===== src/rtl/ccb_pkg.sv =====
`timescale 1ns/1ps
package ccb_pkg;

    localparam int          FLAG_N    = 6;
    localparam int          CCR_W     = 8;
    localparam logic [7:0]  CCR_RESET = 8'hD0;

    // bit 5 down to bit 0
    typedef struct packed {
        logic h;
        logic i;
        logic n;
        logic z;
        logic v;
        logic c;
    } flags_t;

    typedef enum logic [3:0] {
        BR_ALWAYS = 4'd0,
        BR_NEVER  = 4'd1,
        BR_HI     = 4'd2,
        BR_LS     = 4'd3,
        BR_CC     = 4'd4,
        BR_CS     = 4'd5,
        BR_NE     = 4'd6,
        BR_EQ     = 4'd7,
        BR_VC     = 4'd8,
        BR_VS     = 4'd9,
        BR_PL     = 4'd10,
        BR_MI     = 4'd11,
        BR_GE     = 4'd12,
        BR_LT     = 4'd13,
        BR_GT     = 4'd14,
        BR_LE     = 4'd15
    } cond_e;

    function automatic logic signed_less(flags_t f);
        return f.n ^ f.v;
    endfunction

    function automatic logic cond_true(cond_e sel, flags_t f);
        logic t;
        case (sel)
            BR_ALWAYS: t = 1'b1;
            BR_NEVER:  t = 1'b0;
            BR_HI:     t = ~(f.c | f.z);
            BR_LS:     t = f.c | f.z;
            BR_CC:     t = ~f.c;
            BR_CS:     t = f.c;
            BR_NE:     t = ~f.z;
            BR_EQ:     t = f.z;
            BR_VC:     t = ~f.v;
            BR_VS:     t = f.v;
            BR_PL:     t = ~f.n;
            BR_MI:     t = f.n;
            BR_GE:     t = ~signed_less(f);
            BR_LT:     t = signed_less(f);
            BR_GT:     t = ~(f.z | signed_less(f));
            default:   t = f.z | signed_less(f);
        endcase
        return t;
    endfunction

    function automatic logic [CCR_W-1:0] pack_ccr(flags_t f);
        return {2'b11, f};
    endfunction

endpackage


===== src/rtl/ccb_flag_calc.sv =====
`timescale 1ns/1ps
module ccb_flag_calc
    import ccb_pkg::*;
#(
    parameter int DATA_W = 8
) (
    input  logic [DATA_W-1:0] op_a,
    input  logic [DATA_W-1:0] op_b,
    input  logic [DATA_W-1:0] res,
    input  logic              is_sub,
    input  logic              carry_hi,
    input  logic              carry_nib,
    output flags_t            alu_f
);
    localparam int MSB = DATA_W - 1;

    logic sign_a, sign_b_eff;

    always_comb begin
        sign_a     = op_a[MSB];
        // subtraction adds the complement of b, so its sign flips
        sign_b_eff = is_sub ? ~op_b[MSB] : op_b[MSB];
        alu_f.h    = carry_nib;
        alu_f.i    = 1'b0;
        alu_f.n    = res[MSB];
        alu_f.z    = ~|res;
        alu_f.v    = (sign_a == sign_b_eff) && (res[MSB] != sign_a);
        alu_f.c    = carry_hi;
    end

endmodule


===== src/rtl/ccb_cond_reg.sv =====
`timescale 1ns/1ps
module ccb_cond_reg
    import ccb_pkg::*;
(
    input  logic              clk,
    input  logic              rst,
    input  flags_t            alu_f,
    input  logic              mask_in,
    input  logic [FLAG_N-1:0] we,
    input  logic              load_en,
    input  flags_t            load_f,
    output flags_t            cur
);
    localparam logic [FLAG_N-1:0] RESET_FLAGS = CCR_RESET[FLAG_N-1:0];

    flags_t            src_f;
    logic [FLAG_N-1:0] src_v, ld_v, cur_q;

    always_comb begin
        src_f   = alu_f;
        src_f.i = mask_in;
        src_v   = src_f;
        ld_v    = load_f;
    end

    for (genvar k = 0; k < FLAG_N; k++) begin : g_bit
        always_ff @(posedge clk) begin
            if (rst)
                cur_q[k] <= RESET_FLAGS[k];
            else if (load_en)
                cur_q[k] <= ld_v[k];
            else if (we[k])
                cur_q[k] <= src_v[k];
        end

        AST_FLAG_HOLD: assert property (@(posedge clk) disable iff (rst)
            (!load_en && !we[k]) |=> $stable(cur_q[k]))
            else $error("flag %0d moved without enable", k);
    end

    assign cur = flags_t'(cur_q);

    AST_LOAD_WINS: assert property (@(posedge clk) disable iff (rst)
        load_en |=> (cur_q == $past(ld_v)))
        else $error("load did not take effect");

    AST_RESET_VALUE: assert property (@(posedge clk) disable iff (rst)
        $past(rst) |-> (cur_q == RESET_FLAGS))
        else $error("reset value wrong");

endmodule


===== src/rtl/ccb_branch_eval.sv =====
`timescale 1ns/1ps
module ccb_branch_eval
    import ccb_pkg::*;
#(
    parameter int DATA_W = 8,
    parameter int ADDR_W = 16
) (
    input  logic              clk,
    input  logic              rst,
    input  flags_t            f,
    input  cond_e             sel,
    input  logic [ADDR_W-1:0] pc,
    input  logic [DATA_W-1:0] off,
    output logic              taken,
    output logic [ADDR_W-1:0] target
);
    localparam int EXT_W = ADDR_W - DATA_W;
    localparam logic [ADDR_W-1:0] INSTR_LEN = ADDR_W'(2);

    logic [ADDR_W-1:0] off_ext;
    logic [ADDR_W-1:0] span;

    always_comb begin
        off_ext = {{EXT_W{off[DATA_W-1]}}, off};
        target  = pc + INSTR_LEN + off_ext;
        taken   = cond_true(sel, f);
        span    = target - pc;
    end

    AST_NEVER_TAKEN: assert property (@(posedge clk) disable iff (rst)
        (sel == BR_NEVER) |-> !taken)
        else $error("never-code taken");

    AST_HI_NEEDS_CLEAR: assert property (@(posedge clk) disable iff (rst)
        (sel == BR_HI && taken) |-> (!f.c && !f.z))
        else $error("higher taken with c or z set");

    AST_GT_NOT_ZERO: assert property (@(posedge clk) disable iff (rst)
        (sel == BR_GT && taken) |-> !f.z)
        else $error("greater-than taken on zero");

    AST_TARGET_REACH: assert property (@(posedge clk) disable iff (rst)
        ($signed(span) >= -126) && ($signed(span) <= 129))
        else $error("target out of reach");

endmodule


===== src/rtl/cc_branch_unit.sv =====
`timescale 1ns/1ps
module cc_branch_unit
    import ccb_pkg::*;
#(
    parameter int DATA_W = 8,
    parameter int ADDR_W = 16
) (
    input  logic              clk,
    input  logic              rst,
    input  logic [DATA_W-1:0] alu_a,
    input  logic [DATA_W-1:0] alu_b,
    input  logic [DATA_W-1:0] alu_res,
    input  logic              alu_sub,
    input  logic              carry_hi,
    input  logic              carry_nib,
    input  logic [5:0]        flag_we,
    input  logic              mask_in,
    input  logic              load_en,
    input  logic [5:0]        load_flags,
    input  logic [3:0]        cond_sel,
    input  logic [ADDR_W-1:0] pc_in,
    input  logic [DATA_W-1:0] rel_off,
    output logic [7:0]        ccr_out,
    output logic              br_taken,
    output logic [ADDR_W-1:0] br_target
);
    flags_t alu_f, cur_f;

    ccb_flag_calc #(.DATA_W(DATA_W)) flag_calc_i (
        .op_a      (alu_a),
        .op_b      (alu_b),
        .res       (alu_res),
        .is_sub    (alu_sub),
        .carry_hi  (carry_hi),
        .carry_nib (carry_nib),
        .alu_f     (alu_f)
    );

    ccb_cond_reg cond_reg_i (
        .clk     (clk),
        .rst     (rst),
        .alu_f   (alu_f),
        .mask_in (mask_in),
        .we      (flag_we),
        .load_en (load_en),
        .load_f  (flags_t'(load_flags)),
        .cur     (cur_f)
    );

    ccb_branch_eval #(.DATA_W(DATA_W), .ADDR_W(ADDR_W)) branch_eval_i (
        .clk    (clk),
        .rst    (rst),
        .f      (cur_f),
        .sel    (cond_e'(cond_sel)),
        .pc     (pc_in),
        .off    (rel_off),
        .taken  (br_taken),
        .target (br_target)
    );

    assign ccr_out = pack_ccr(cur_f);

    AST_TOP_ONES: assert property (@(posedge clk) disable iff (rst)
        ccr_out[7:6] == 2'b11)
        else $error("top bits not one");

endmodule


===== config.mk =====
export PLATFORM = sky130hd
export DESIGN_NAME = cc_branch_unit
export DESIGN_NICKNAME = d
export VERILOG_FILES = /design/src/rtl/ccb_pkg.sv /design/src/rtl/ccb_flag_calc.sv /design/src/rtl/ccb_cond_reg.sv /design/src/rtl/ccb_branch_eval.sv /design/src/rtl/cc_branch_unit.sv
export SDC_FILE = /design/constraint.sdc
export NUM_CORES = 1
export LEC_CHECK = 0
export BUFFER_PORTS_ARGS = -buffer_cell sky130_fd_sc_hd__buf_4
export CORE_ASPECT_RATIO = 1.75
export CORE_MARGIN = 2
export CORE_UTILIZATION = 45
export CTS_CLUSTER_DIAMETER = 40
export DETAILED_ROUTE_END_ITERATION = 7
export MAX_ROUTING_LAYER = met4
export PLACE_DENSITY = 0.87
export SYNTH_ARGS = -nofsm -noshare
export SYNTH_HDL_FRONTEND = slang
export SYNTH_HIERARCHICAL = 1
export SYNTH_SLANG_ARGS = --single-unit

===== constraint.sdc =====
create_clock -name clk -period 5.58 [get_ports clk]
set_input_delay 1.116 -clock clk [delete_from_list [all_inputs] [get_ports clk]]
set_output_delay 1.116 -clock clk [all_outputs]
set_load 0.02 [all_outputs]

### Yosys cells after proc, flatten, opt, wreduce, memory -nomap -nowiden

Cells that the tools add are included.

| word-level totals | value |
|---|---|
| register bits after elaboration | 6 |
| output and inout bits | 25 |

| operators by class | value |
|---|---|
| bitwise operators | 11 |
| eq/ne operators | 16 |
| reduce and logical (&&, ||, !) cells | 10 |
| mux-type cells | 14 |
| $add $sub $neg | 2 |

Operators by type and width:

| cell | count |
|---|---|
| 4-bit equality test, second input constant | 7 |
| 16-bit adder | 1 |
| 16-bit by 2-bit adder with 16-bit output, second input constant | 1 |
| 4-bit by 3-bit equality test with 1-bit output, second input constant | 4 |
| 1-bit one-hot mux with 15 select lines | 1 |
| 1-bit two-way mux | 13 |
| 2-bit nonzero test | 6 |
| 4-bit by 2-bit equality test with 1-bit output, second input constant | 2 |
| 1-bit inverter | 8 |
| 8-bit OR reduction | 1 |
| 4-bit by 1-bit equality test with 1-bit output, second input constant | 1 |
| 4-bit logical NOT | 1 |
| 1-bit bitwise OR | 2 |
| 1-bit equality test | 1 |
| 1-bit logical AND | 1 |
| 1-bit logical NOT | 1 |
| 1-bit != test | 1 |
| 1-bit bitwise XOR | 1 |

### Longest topological paths before layout

| logic depth | value |
|---|---|
| depth after elaboration | 6 |
| depth in mapped cells | 10 |
| mapped depth without buffers | 10 |

### Cells and area by module

Netlist, hierarchy kept.

Modules (own cells, without submodules):

| module | cells each | sequential area each (um2) | instances | area each (um2) |
|---|---|---|---|---|
| ccb_branch_eval | 153 | 0.0 | 1 | 1094.8 |
| ccb_cond_reg | 26 | 120.1 | 1 | 274.0 |
| ccb_flag_calc | 12 | 0.0 | 1 | 87.6 |
| cc_branch_unit | 3 | 0.0 | 1 | 18.8 |

### Least setup slack after synthesis

OpenSTA, ideal clock, no wires.

| timing | value |
|---|---|
| path type | input to output |
| start | in pc_in[1] |
| end | out br_target[13] |
| stages | 10 |
| arrival time | 3.265 ns |
| path buffers | 0 |
| slack | 1.199 ns |
| path through | inv_1 > ha_1 > inv_1 > ha_1 > fa_1 > a21oi_1 > or2_2 > a21oi_2 > o21a_1 > o311ai_1 |

| on the way | value |
|---|---|
| cells in the longest elaborated chain, start to end | 2 |

RTL lines:

| what | line | source |
|---|---|---|
| from (decl) | cc_branch_unit.sv:21 | `input logic [ADDR_W-1:0] pc_in,` |
| 16-bit by 2-bit adder with 16-bit output | ccb_branch_eval.sv:25 | `target = pc + INSTR_LEN + off_ext;` |
| 16-bit adder | ccb_branch_eval.sv:25 |  |
| to (decl) | cc_branch_unit.sv:25 | `output logic [ADDR_W-1:0] br_target` |

No other way between the ends.

### Worst setup path in the final report

Ends and elaborated chain as after synthesis.

==> flow_summary.toml <==
[worst_setup_path]
worstSetupEndpointType = "output port"
path_max_fanout = 5
path_class = "in2out"
cp-start-kind = "input port"
cp_data_required_time_ns = 4.46
cp.arrival_ns = 3.34

[cells_and_area]
largest_reg_flops = 6
finalNetCount = 369
drive_gt1_frac = 0.335
area_growth_pct = 43.7
final_util = 0.669
antennaDiodeCount = 0
num-fill-cells = 285

[grt]
grt_pass1_wl_mm = 6.25
grt-ovfl-total = 0
grt_pass1_vias = 1640
grt_max_degree = 10
antenna_found_initial = 0
grt_usage = 0.225

[power]
ir_drop_v = 0.000157
p_leak_uw = 0.00105
powerDensity_nw_per_um2 = 187
p_total_uw = 394
p_switching_uw = 171
switching_share = 0.433
power_frac_comb = 0.700
pwr-share-seq = 0.128
intPower_uw = 224
pwr-share-clk = 0.172

[floorplan]
ioPinCount = 96
dieArea_um2 = 3740
die_w_um = 47.1
start_util = 0.466
die_y_um = 79.5
num_rows = 27
coreArea_um2 = 3140

[drt]
drtAntennaViolNets = 0
drt-initial-drc-count = 43
drc = 0
wl_per_cell_um = 12.7
avgViaCountPerCell = 5.57
vias = 1722
dr.pass1.iters = 4
routed_wirelength_mm = 3.93

[outcome]
status = "finished, final reports clean"

[sta]
finalSetupViolCount = 0
min_period_over_period = 0.799
slew_violations = 0
setup_slack_ns = 1.12
worst_clock_skew_ns = 0
timing_hold_violations_final = 0
fin_crit_ns = 4.46
finalSetupTns_ns = 0
rsz0062_at_grt = "no"
fmaxAchievable_mhz = 224
fin_hold_ws_ns = 0.569

[clock_network]
root_buffer = "clkbuf_8"
clock_latency_ns = 0.23
clkTransAtPathRegs_ns = 0.04
htree_levels = 1
cts_resized = 0
numClockSinks = 6
ctsHoldBuffers = 0
cts_tree = "yes"
cts_buffers = 3
post_cts_buffers = 0
clock_path_buffers = 2

[worst_hold_path]
hold_class = "reg2reg"

[synth]
avgSynthCellArea_um2 = 7.62
syn_area_um2 = 1460
ys_warn_count = 6
syn_inst = 192

[placement]
place_congestion = 0.907
pre_cts_slack_ns = 1.10
hpwl_mm = 3.40
io_buffers = 79

[run]
cap_violations = 0
-- metrics by stage --
stage	instances	area, µm²
after floorplan	193	1470
after global placement	306	2060
after detailed placement	306	2060
after CTS	309	2100
after global routing	309	2100
final	309	2100
-- path summary, 6_finish.rpt --
check	start	end	slack [ns]	cells after the start
setup reg to reg	cond_reg_i/cur[1]$_SDFFE_PP0P_	cond_reg_i/cur[1]$_SDFFE_PP0P_	4.71	2
hold / removal	cond_reg_i/cur[4]$_SDFFE_PP1P_	cond_reg_i/cur[4]$_SDFFE_PP1P_	0.57	2
hold reg to reg	cond_reg_i/cur[4]$_SDFFE_PP1P_	cond_reg_i/cur[4]$_SDFFE_PP1P_	0.57	2
setup / recovery	pc_in[1]	br_target[13]	1.12	12
-- area by class of cell --
cell class                 instances  area (µm²)  share of cell area
sequential                         6         120              0.0571
tap                               43        53.8              0.0256
timing repair buffer              79         593               0.282
clock buffer                       3        41.3              0.0196
multi-input combinational        169        1260               0.600
inverter                           9        33.8              0.0161
-- routing by layer --
metal | GRT usage | up-vias | share of wire
met5 | - | - | 0
li1 | - | 854 | -
met4 | 0.0833 | 0 | 0.017
met2 | 0.444 | 72 | 0.60
met1 | 0.202 | 788 | 0.34
met3 | 0.0158 | 8 | 0.050
-- worst max-delay path, stage by stage --
cell	delay, ns
buf_4	0.08
inv_1	0.03
ha_1	0.26
inv_1	0.04
ha_1	0.23
fa_1	0.41
a21oi_1	0.25
or2_2	0.17
a21oi_2	0.09
o21a_1	0.19
o311ai_1	0.28
buf_4	0.20
-- cells in the final DEF, fill, tap and decap left out, types with 2 or more instances in the layout --
| cell | n |
|---|---|
| o211ai_1 | 5 |
| nor3_1 | 4 |
| or2_2 | 2 |
| buf_4 | 79 |
| conb_1 | 2 |
| nor2b_1 | 7 |
| ha_1 | 29 |
| o311ai_1 | 2 |
| or4_1 | 2 |
| dfxtp_1 | 6 |
| nor2_1 | 14 |
| a31oi_1 | 4 |
| nand2_1 | 11 |
| xor2_1 | 6 |
| a211oi_1 | 7 |
| a21o_1 | 2 |
| a21oi_1 | 15 |
| mux2i_1 | 8 |
| and2_1 | 3 |
| nand3_1 | 7 |
| xnor2_1 | 6 |
| inv_1 | 8 |
| clkbuf_8 | 3 |
| nor3b_1 | 3 |
| o21ai_0 | 11 |
-- power groups by stage --
stage	logic, µW	clock network [µW]	registers, µW
floorplan	168	0	53.9
global placement	272	0	50.5
detailed placement	277	0	50.8
CTS	278	70.7	50.1
global route	301	71.2	50.6
finish	276	67.9	50.3
(Power assumes the default switching activity.)
